==> config.mk <==
export PLATFORM = sky130hd
export DESIGN_NAME = hwloop_ctrl
export DESIGN_NICKNAME = d
export VERILOG_FILES = /design/src/rtl/hwloop_pkg.sv /design/src/rtl/hwloop_unit.sv /design/src/rtl/hwloop_setup_chk.sv /design/src/rtl/hwloop_wr_stall.sv /design/src/rtl/hwloop_ctrl.sv
export SDC_FILE = /design/constraint.sdc
export NUM_CORES = 1
export LEC_CHECK = 0
export ABC_AREA = 1
export BUFFER_PORTS_ARGS = -buffer_cell sky130_fd_sc_hd__buf_2
export CAP_MARGIN = 10
export CORE_MARGIN = 2
export CORE_UTILIZATION = 55
export DETAILED_ROUTE_END_ITERATION = 7
export GPL_ROUTABILITY_DRIVEN = 0
export GPL_TIMING_DRIVEN = 0
export PLACE_DENSITY = 0.87
export REMOVE_ABC_BUFFERS = 1
export SETUP_SLACK_MARGIN = 0.02
export SLEW_MARGIN = 40
export SYNTH_ARGS = -nofsm -noshare
export SYNTH_HDL_FRONTEND = slang
export SYNTH_SLANG_ARGS = --single-unit
==> constraint.sdc <==
create_clock -name clk -period 9.2 [get_ports clk]
set_clock_uncertainty 0.1 [all_clocks]
set_input_delay 2.3 -clock clk [delete_from_list [all_inputs] [get_ports clk]]
set_output_delay 2.3 -clock clk [all_outputs]
set_load 0.01 [all_outputs]
==> src/rtl/hwloop_pkg.sv <==
package hwloop_pkg;

  localparam int NUM_UNITS = 2;

  typedef enum logic [1:0] {
    LSEL_TOP = 2'd0,
    LSEL_BOT = 2'd1,
    LSEL_CNT = 2'd2,
    LSEL_RSV = 2'd3
  } lreg_sel_e;

endpackage

==> src/rtl/hwloop_unit.sv <==
module hwloop_unit
  import hwloop_pkg::*;
#(
  parameter int ADDR_W = 32,
  parameter int CNT_W  = 32
) (
  input  logic              clk,
  input  logic              rst_n,
  input  logic              load_en,
  input  logic [ADDR_W-1:0] load_top,
  input  logic [ADDR_W-1:0] load_bot,
  input  logic [CNT_W-1:0]  load_cnt,
  input  logic              wr_en,
  input  lreg_sel_e         wr_sel,
  input  logic [ADDR_W-1:0] wr_data,
  input  logic              exec_valid,
  input  logic [ADDR_W-1:0] exec_pc,
  input  logic              dec_en,
  output logic [ADDR_W-1:0] top_q,
  output logic [ADDR_W-1:0] bot_q,
  output logic [CNT_W-1:0]  cnt_q,
  output logic              qual,
  output logic              last,
  output logic              active
);

  logic              hit;
  logic              top_en, bot_en, cnt_en;
  logic [ADDR_W-1:0] top_d, bot_d;
  logic [CNT_W-1:0]  cnt_d;

  // end-address compare against the retiring instruction
  assign hit    = exec_valid && (exec_pc == bot_q);
  assign qual   = hit && (cnt_q >= CNT_W'(2));
  assign last   = hit && (cnt_q == CNT_W'(1));
  assign active = (cnt_q != '0);

  // next-state: setup load beats a single write, which beats a decrement
  always_comb begin
    top_en = load_en || (wr_en && wr_sel == LSEL_TOP);
    bot_en = load_en || (wr_en && wr_sel == LSEL_BOT);
    cnt_en = load_en || (wr_en && wr_sel == LSEL_CNT) || dec_en;
    top_d  = load_en ? load_top : wr_data;
    bot_d  = load_en ? load_bot : wr_data;
    if (load_en)                         cnt_d = load_cnt;
    else if (wr_en && wr_sel == LSEL_CNT) cnt_d = wr_data[CNT_W-1:0];
    else                                 cnt_d = cnt_q - CNT_W'(1);
  end

  always_ff @(posedge clk or negedge rst_n) begin
    if (!rst_n) begin
      top_q <= '0;
      bot_q <= '0;
      cnt_q <= '0;
    end else begin
      if (top_en) top_q <= top_d;
      if (bot_en) bot_q <= bot_d;
      if (cnt_en) cnt_q <= cnt_d;
    end
  end

endmodule

==> src/rtl/hwloop_setup_chk.sv <==
module hwloop_setup_chk #(
  parameter int ADDR_W  = 32,
  parameter int OFF_W   = 12,
  parameter int TOP_MAX = 30,
  parameter int BOT_MAX = 2046
) (
  input  logic [ADDR_W-1:0] setup_pc,
  input  logic [OFF_W-1:0]  top_off,
  input  logic [OFF_W-1:0]  bot_off,
  output logic              off_err,
  output logic [ADDR_W-1:0] top_addr,
  output logic [ADDR_W-1:0] bot_addr
);

  localparam logic [OFF_W-1:0] TOP_LIM = OFF_W'(TOP_MAX);
  localparam logic [OFF_W-1:0] BOT_LIM = OFF_W'(BOT_MAX);

  always_comb begin
    off_err  = (top_off > TOP_LIM) || (bot_off > BOT_LIM);
    top_addr = setup_pc + ADDR_W'(top_off);
    bot_addr = setup_pc + ADDR_W'(bot_off);
  end

endmodule

==> src/rtl/hwloop_wr_stall.sv <==
module hwloop_wr_stall
  import hwloop_pkg::*;
#(
  parameter int ADDR_W    = 32,
  parameter int STALL_CYC = 4
) (
  input  logic                 clk,
  input  logic                 rst_n,
  input  logic                 wr_valid,
  input  logic                 wr_unit,
  input  lreg_sel_e            wr_sel,
  input  logic [ADDR_W-1:0]    wr_data,
  input  logic                 setup_req,
  input  logic [NUM_UNITS-1:0] unit_active,
  output logic                 stall,
  output logic                 cm_en,
  output logic                 cm_unit,
  output lreg_sel_e            cm_sel,
  output logic [ADDR_W-1:0]    cm_data
);

  localparam int SW = $clog2(STALL_CYC + 1);

  logic [SW-1:0]     left_q, left_d;
  logic              left_en;
  logic              pend_unit_q;
  lreg_sel_e         pend_sel_q;
  logic [ADDR_W-1:0] pend_data_q;
  logic              accept, go;

  assign accept = wr_valid && !setup_req && (wr_sel != LSEL_RSV) && (left_q == '0);
  assign go     = accept && unit_active[wr_unit];
  assign stall  = (left_q != '0);

  always_comb begin
    left_en = go || (left_q != '0);
    left_d  = go ? SW'(STALL_CYC) : left_q - SW'(1);
  end

  // commit: pending write on last stall cycle, else a direct write to an idle unit
  always_comb begin
    cm_en   = 1'b0;
    cm_unit = wr_unit;
    cm_sel  = wr_sel;
    cm_data = wr_data;
    if (left_q == SW'(1)) begin
      cm_en   = 1'b1;
      cm_unit = pend_unit_q;
      cm_sel  = pend_sel_q;
      cm_data = pend_data_q;
    end else if (accept && !unit_active[wr_unit]) begin
      cm_en = 1'b1;
    end
  end

  always_ff @(posedge clk or negedge rst_n) begin
    if (!rst_n) begin
      left_q      <= '0;
      pend_unit_q <= 1'b0;
      pend_sel_q  <= LSEL_TOP;
      pend_data_q <= '0;
    end else begin
      if (left_en) left_q <= left_d;
      if (go) begin
        pend_unit_q <= wr_unit;
        pend_sel_q  <= wr_sel;
        pend_data_q <= wr_data;
      end
    end
  end

endmodule

==> src/rtl/hwloop_ctrl.sv <==
module hwloop_ctrl
  import hwloop_pkg::*;
#(
  parameter int ADDR_W    = 32,
  parameter int CNT_W     = 32,
  parameter int OFF_W     = 12,
  parameter int TOP_MAX   = 30,
  parameter int BOT_MAX   = 2046,
  parameter int STALL_CYC = 4
) (
  input  logic              clk,
  input  logic              rst_n,
  input  logic              exec_valid,
  input  logic [ADDR_W-1:0] exec_pc,
  input  logic              setup_valid,
  input  logic              setup_unit,
  input  logic [ADDR_W-1:0] setup_pc,
  input  logic [OFF_W-1:0]  setup_top_off,
  input  logic [OFF_W-1:0]  setup_bot_off,
  input  logic [CNT_W-1:0]  setup_count,
  input  logic              wr_valid,
  input  logic              wr_unit,
  input  logic [1:0]        wr_sel,
  input  logic [ADDR_W-1:0] wr_data,
  output logic              redir_valid,
  output logic [ADDR_W-1:0] redir_addr,
  output logic              stall,
  output logic              setup_err
);

  // reset: asserted asynchronously, released through two flops
  logic [1:0] rs_q;
  logic       rst_i;

  always_ff @(posedge clk or negedge rst_n) begin
    if (!rst_n) rs_q <= 2'b00;
    else        rs_q <= {rs_q[0], 1'b1};
  end
  assign rst_i = rs_q[1];

  // setup offset check
  logic              off_err;
  logic [ADDR_W-1:0] s_top, s_bot;
  logic              load_req;

  hwloop_setup_chk #(
    .ADDR_W (ADDR_W),
    .OFF_W  (OFF_W),
    .TOP_MAX(TOP_MAX),
    .BOT_MAX(BOT_MAX)
  ) setup_chk_i (
    .setup_pc(setup_pc),
    .top_off (setup_top_off),
    .bot_off (setup_bot_off),
    .off_err (off_err),
    .top_addr(s_top),
    .bot_addr(s_bot)
  );

  assign setup_err = setup_valid && off_err;
  assign load_req  = setup_valid && !off_err && !stall;

  // single-register write path with stall
  logic [NUM_UNITS-1:0] u_active;
  logic                 cm_en, cm_unit;
  lreg_sel_e            cm_sel;
  logic [ADDR_W-1:0]    cm_data;

  hwloop_wr_stall #(
    .ADDR_W   (ADDR_W),
    .STALL_CYC(STALL_CYC)
  ) wr_stall_i (
    .clk        (clk),
    .rst_n      (rst_i),
    .wr_valid   (wr_valid),
    .wr_unit    (wr_unit),
    .wr_sel     (lreg_sel_e'(wr_sel)),
    .wr_data    (wr_data),
    .setup_req  (setup_valid),
    .unit_active(u_active),
    .stall      (stall),
    .cm_en      (cm_en),
    .cm_unit    (cm_unit),
    .cm_sel     (cm_sel),
    .cm_data    (cm_data)
  );

  // loop units
  logic [ADDR_W-1:0]    u_top [NUM_UNITS];
  logic [ADDR_W-1:0]    u_bot [NUM_UNITS];
  logic [CNT_W-1:0]     u_cnt [NUM_UNITS];
  logic [NUM_UNITS-1:0] u_qual, u_last, u_win, u_dec;

  for (genvar g = 0; g < NUM_UNITS; g++) begin : g_unit
    hwloop_unit #(
      .ADDR_W(ADDR_W),
      .CNT_W (CNT_W)
    ) unit_i (
      .clk       (clk),
      .rst_n     (rst_i),
      .load_en   (load_req && (setup_unit == 1'(g))),
      .load_top  (s_top),
      .load_bot  (s_bot),
      .load_cnt  (setup_count),
      .wr_en     (cm_en && (cm_unit == 1'(g))),
      .wr_sel    (cm_sel),
      .wr_data   (cm_data),
      .exec_valid(exec_valid),
      .exec_pc   (exec_pc),
      .dec_en    (u_dec[g]),
      .top_q     (u_top[g]),
      .bot_q     (u_bot[g]),
      .cnt_q     (u_cnt[g]),
      .qual      (u_qual[g]),
      .last      (u_last[g]),
      .active    (u_active[g])
    );
  end

  // priority: unit 1 over unit 0
  always_comb begin
    u_win[1]    = u_qual[1];
    u_win[0]    = u_qual[0] && !u_qual[1];
    u_dec       = u_win | u_last;
    redir_valid = |u_qual;
    redir_addr  = u_qual[1] ? u_top[1] : u_top[0];
  end

endmodule

# ---- Word-level counts from Yosys, hierarchy flattened
# Index checks and enable logic that the tools add are counted.
dict set report op_classes {
  muxes 17
  bitwise 3
  shifts 0
  n_addsub 5
  eq_ne 8
  div 0
  reduce_logical 46
  multipliers 0
  order_cmp 5
}
# operator n
set op_table {}
lappend op_table {{32-bit two-way mux} 10}
lappend op_table {{32-bit by 12-bit adder with 32-bit output} 2}
lappend op_table {{32-bit by 1-bit equality test with 1-bit output (second input constant)} 2}
lappend op_table {{32-bit equality test} 2}
lappend op_table {{32-bit by 2-bit greater-or-equal comparator with 1-bit output (second input constant)} 2}
lappend op_table {{32-bit nonzero test} 2}
lappend op_table {{32-bit by 1-bit subtractor with 32-bit output (second input constant)} 2}
lappend op_table {{1-bit logical AND} 25}
lappend op_table {{12-bit by 11-bit greater-than comparator with 1-bit output (second input constant)} 1}
lappend op_table {{12-bit by 5-bit greater-than comparator with 1-bit output (second input constant)} 1}
lappend op_table {{1-bit logical OR} 10}
lappend op_table {{1-bit zero test} 5}
lappend op_table {{1-bit two-way mux} 5}
lappend op_table {{3-bit by 1-bit equality test with 1-bit output (second input constant)} 1}
lappend op_table {{3-bit zero test} 1}
lappend op_table {{3-bit two-way mux} 1}
lappend op_table {{3-bit nonzero test} 1}
lappend op_table {{3-bit by 1-bit subtractor with 3-bit output (second input constant)} 1}
lappend op_table {{2-bit by 1-bit equality test with 1-bit output (second input constant)} 1}
lappend op_table {{2-bit equality test (second input constant)} 1}
lappend op_table {{2-bit zero test} 1}
lappend op_table {{1-bit by 2-bit less-than comparator with 1-bit output (second input constant)} 1}
lappend op_table {{2-bit two-way mux} 1}
lappend op_table {{2-bit inequality test (second input constant)} 1}
lappend op_table {{3 further kinds} 4}
dict set report word_totals {
  input_bits 161
  n_memories 0
  latch_bits 0
  mem_bits_ro 0
  ff_bits 232
  ram_bits 0
  output_inout_bits 35
  word_cells 95
}

# ---- Logic depth before layout (Yosys ltp)
dict set report depth {
  depth_word 11
  mapped_depth 18
  depth_no_buf 17
}

# ---- Cells and area by module
# A second synthesis with hierarchy kept.
dict set report unflattened {
  hier_cells 2851
  hier_area_um2 17885.9
}
# module seq_area_each_um2 cells_per_inst n_inst area_each_um2
set by_module_without_submodules {}
lappend by_module_without_submodules {hwloop_unit 2402.3 921 2 6169.7}
lappend by_module_without_submodules {hwloop_setup_chk 0.0 586 1 2800.2}
lappend by_module_without_submodules {hwloop_wr_stall 950.9 300 1 2157.1}
lappend by_module_without_submodules {hwloop_ctrl 50.0 123 1 589.3}

# ---- Worst setup path before layout
# OpenSTA, ideal clock, no wires.
dict set report synth_path {
  path_kind {input to output}
  startpoint {input port exec_pc[12]}
  endpoint {output port redir_addr[10]}
  setup_slack_ns 3.186
  required_time_ns 6.800
  path_stages 10
  arrival_time_ns 3.614
  path_cell_list {or2_2 -> nand2_1 -> inv_1 -> nand2_1 -> nor2_1 -> inv_1 -> nor2_1 -> nand3_1 -> buf_2 -> mux2_2}
}
dict set report synth_between {
  elab_chain_len 4
}
# item line_no
set synth_rtl {}
lappend synth_rtl {{from (decl)} hwloop_ctrl.sv:14} ;# input logic [ADDR_W-1:0] exec_pc,
lappend synth_rtl {{32-bit equality test} hwloop_unit.sv:33} ;# assign hit = exec_valid && (exec_pc == bot_q);
lappend synth_rtl {{1-bit logical AND} hwloop_unit.sv:33}
lappend synth_rtl {{1-bit logical AND} hwloop_unit.sv:34} ;# assign qual = hit && (cnt_q >= CNT_W'(2));
lappend synth_rtl {{32-bit two-way mux} hwloop_ctrl.sv:126} ;# redir_addr = u_qual[1] ? u_top[1] : u_top[0];
lappend synth_rtl {{to (decl)} hwloop_ctrl.sv:26} ;# output logic [ADDR_W-1:0] redir_addr,
# No other way between the ends.

# ---- Worst setup path in the final report
dict set report layout_path {
  startpoint {input port exec_pc[2]}
  endpoint {output port redir_addr[28]}
}
# The elaborated chain is that of the path after synthesis.

==> summary.txt <==
status: finished clean
gr usage total: 36.7%
DP Wirelength: 45.3 mm
maximum vdd drop: 0.197 mV
HP Class: reg2async
ys flop type: dfrtp_1
Final Max Slew Viols: 0
largest net degree at the start of global routing: 66
multi-input logic area: 9910 um2
WL/cell: 19.4 um
Yosys top cell by area: dfrtp_1
Worst setup EP type: output port
Die Y: 181 um
WS Path Type: in2out
Critical Path RT: 6.80 ns
Reg area: 5810 um2
area delta synth->final: 12.9%
layout cells sized above 1: 12.1%
Cell Area, Synth: 17,200 um2
nets: 2,925
Final Cycle Share: 73.5%
via count: 19,032
I/O pin count: 196
FFs w/ async S/R, synth: 100%
drt drc: 0
Antenna Nets Post-Route: 0
CP Launch Type: input port
Static Leakage: 10.3 nW
fin area: 19,400 um2
CP max stage cell: nand3_4
Synth Warn #: 0
Core Rows: 64
Starting Density: 56.0%
Via density: 6.05
first-pass GRT wire length: 95.7 mm
final WL: 61.0 mm
syn avg cell area: 6.62 um2
Core Box Area: 30,700 um2
CTS Root Cell: clkbuf_16
final hold violation count: 0
Post-synth EDFFs: 0
Cell Chain, Critical Path: buf_2 > xnor2_1 > nand3_1 > nor2_1 > nand2_1 > nor2_1 > nand3_4 > buf_12 > mux2_2 > buf_2
global route total overflow: 0
clock-pin slew on the worst setup and hold paths: 0.06 ns
Crit path largest cell delay: 0.31 ns
register area share after synthesis: 33.8%
Sink Count: 232
fillers: 2,661
die footprint: 32,600 um2
measured slew at the worst slew-check pin: 0.914 ns
dpl cell area: 18,500 um2
CTS buffer count: 27
Buffers on Ports: 195
Period minus WS final: 6.76 ns
f_max: 148 MHz
synthesized instance count: 2,592
die width: 181 um
worst-skew pair later-pin latency: 0.54 ns
hold_ws: 0.183 ns
Max FO, Critical Path: 20
RSZ-0062 raised after global routing: false
Final Setup Violations: 0
post-CTS resize count: 0
P per Cell Area: 293 nW/um2
vias in the first global route: 18,108
top area cells in the synthesized netlist: dfrtp_1 (34%), nand2_1 (20%), inv_1 (6.2%), nor2_1 (5.1%), nand3_1 (4.8%)
cts hold-fix bufs: 0
H-tree levels: 1
top-area cell type share of the netlist area: 33.8%
Power, Total: 0.00568 W
initial antenna violation count: 5
Starting DRT DRC Count: 2,723
CTS tree: done
Yosys cell types: 43
first-pass detailed-route iteration total: 7
Setup Fix Bufs, Post-CTS: 0
Crit path arrival time: 4.36 ns
worst relative slew slack: 38.4%
clock buffer depth: 3
Max Cap Violations: 0
number of synthesized register bits: 232
-- cells in the final DEF, fill, tap and decap left out, types with 3 or more instances in the layout --
master     count
o21ai_0      146
clkbuf_1       7
o211ai_1      78
o21ai_1       31
nand3_2        6
nand2_2        6
clkinv_2       6
nand4_1       56
nor3_1        22
xnor2_1       37
nor2_1       232
clkbuf_16     27
nand2_1      899
diode_2        5
nor2_2         3
mux2_2        32
nand3b_1      10
nor2_4         6
nand3_4        7
a22oi_1        9
o21bai_1       3
or2_2          6
buf_12         9
ha_1          33
nor4_1         6
inv_1        282
dfrtp_1      231
nand3_1      159
nand2_4        3
inv_2          7
xor2_1        74
a21oi_1       87
buf_2        195
inv_4          3
-- final timing paths --
check                                                       from                                      to  slack (ns)  depth (start not counted)
min in group clk                               rs_q[0]$_DFF_PN0_                       rs_q[1]$_DFF_PN0_        0.25                          0
worst min-delay path                           rs_q[1]$_DFF_PN0_   wr_stall_i.pend_data_q[3]$_DFFE_PN0P_        0.18                          0
worst max register to register  wr_stall_i.left_q[0]$_DFFE_PN0P_  g_unit[0].unit_i.cnt_q[16]$_DFFE_PN0P_        4.10                         15
worst max-delay path                                  exec_pc[2]                          redir_addr[28]        2.44                         10
max in group asynchronous                                  rst_n                       rs_q[1]$_DFF_PN0_        7.45                          1
worst min register to register                 rs_q[1]$_DFF_PN0_   wr_stall_i.pend_data_q[3]$_DFFE_PN0P_        0.18                          0
-- per-layer routing --
layer / vias up / part of all wire (%) / global-route usage [%] / routed length [um]
met2: 1449 / 44 / 56.8 / 26600
met4: 2 / 6.2 / 19.2 / 3770
met5: - / 0.021 / 0 / 13
li1: 8598 / - / - / -
met1: 8679 / 36 / 47.2 / 22100
met3: 304 / 14 / 9.46 / 8470
-- per-stage QoR --
step	cells	utilization, %	setup TNS (ns)	setup slack, ns
2_1_floorplan	2494	-	0	2.16
3_3_place_gp	3085	59.3	-99.58	-0.465
3_5_place_dp	3096	60.4	0	2.51
4_1_cts	3141	63.1	0	2.51
5_1_grt	3144	63.2	0	2.28
6_report	3146	63.2	0	2.44
-- synth_stat cells, types with 22 or more instances --
master / count
a21oi_1: 87
buf_2: 30
clkbuf_1: 57
dfrtp_1: 232
ha_1: 33
inv_1: 283
mux2_2: 32
nand2_1: 900
nand3_1: 166
nand4_1: 56
nor2_1: 232
nor3_1: 22
o211ai_1: 78
o21ai_0: 151
o21ai_1: 27
xnor2_1: 37
xor2_1: 74
-- cell families after synthesis --
family,count (synthesis),share of synthesized area (%)
and+or+nand+nor,1425,34.7
buffers and inverters,392,9.03
AOI/OAI and AO/OA,364,12.0
DFF,232,33.8
xor gates and xnor gates,111,5.66
adders and majority gates,35,2.64
muxes,32,2.10
other,1,0.0218
-- flip-flops by register name (all words and copies together) (netlist names) --
signal                  flops
g_unit.unit_i.top_q        64
wr_stall_i.pend_unit_q      1
wr_stall_i.pend_data_q     32
wr_stall_i.pend_sel_q       2
wr_stall_i.left_q           3
g_unit.unit_i.bot_q        64
rs_q                        2
g_unit.unit_i.cnt_q        64
-- where the power goes --
part           internal, W  leakage, nW  switching, W
Clock             0.000607        0.404      0.000441
Combinational     0.000936         6.92       0.00184
Sequential         0.00147         2.98      0.000393
Total              0.00301         10.3       0.00267
-- critical path, delay by kind of cell --
kind	cells	cell delay, ns
simple gates	5	0.87
buf+inv	3	0.57
mux	1	0.31
xor+xnor	1	0.29
-- cell type report --
type / count / share of cell area (%)
clock buffer: 36 / 3.77
antenna: 5 / 0.0646
multi-input combinational: 1968 / 51.2
inverter: 294 / 5.77
sequential: 232 / 30.0
clock inverter: 9 / 0.517
tap: 396 / 2.56
timing repair buffer: 206 / 6.19
No activity file was read; power rests on OpenSTA's default activity.
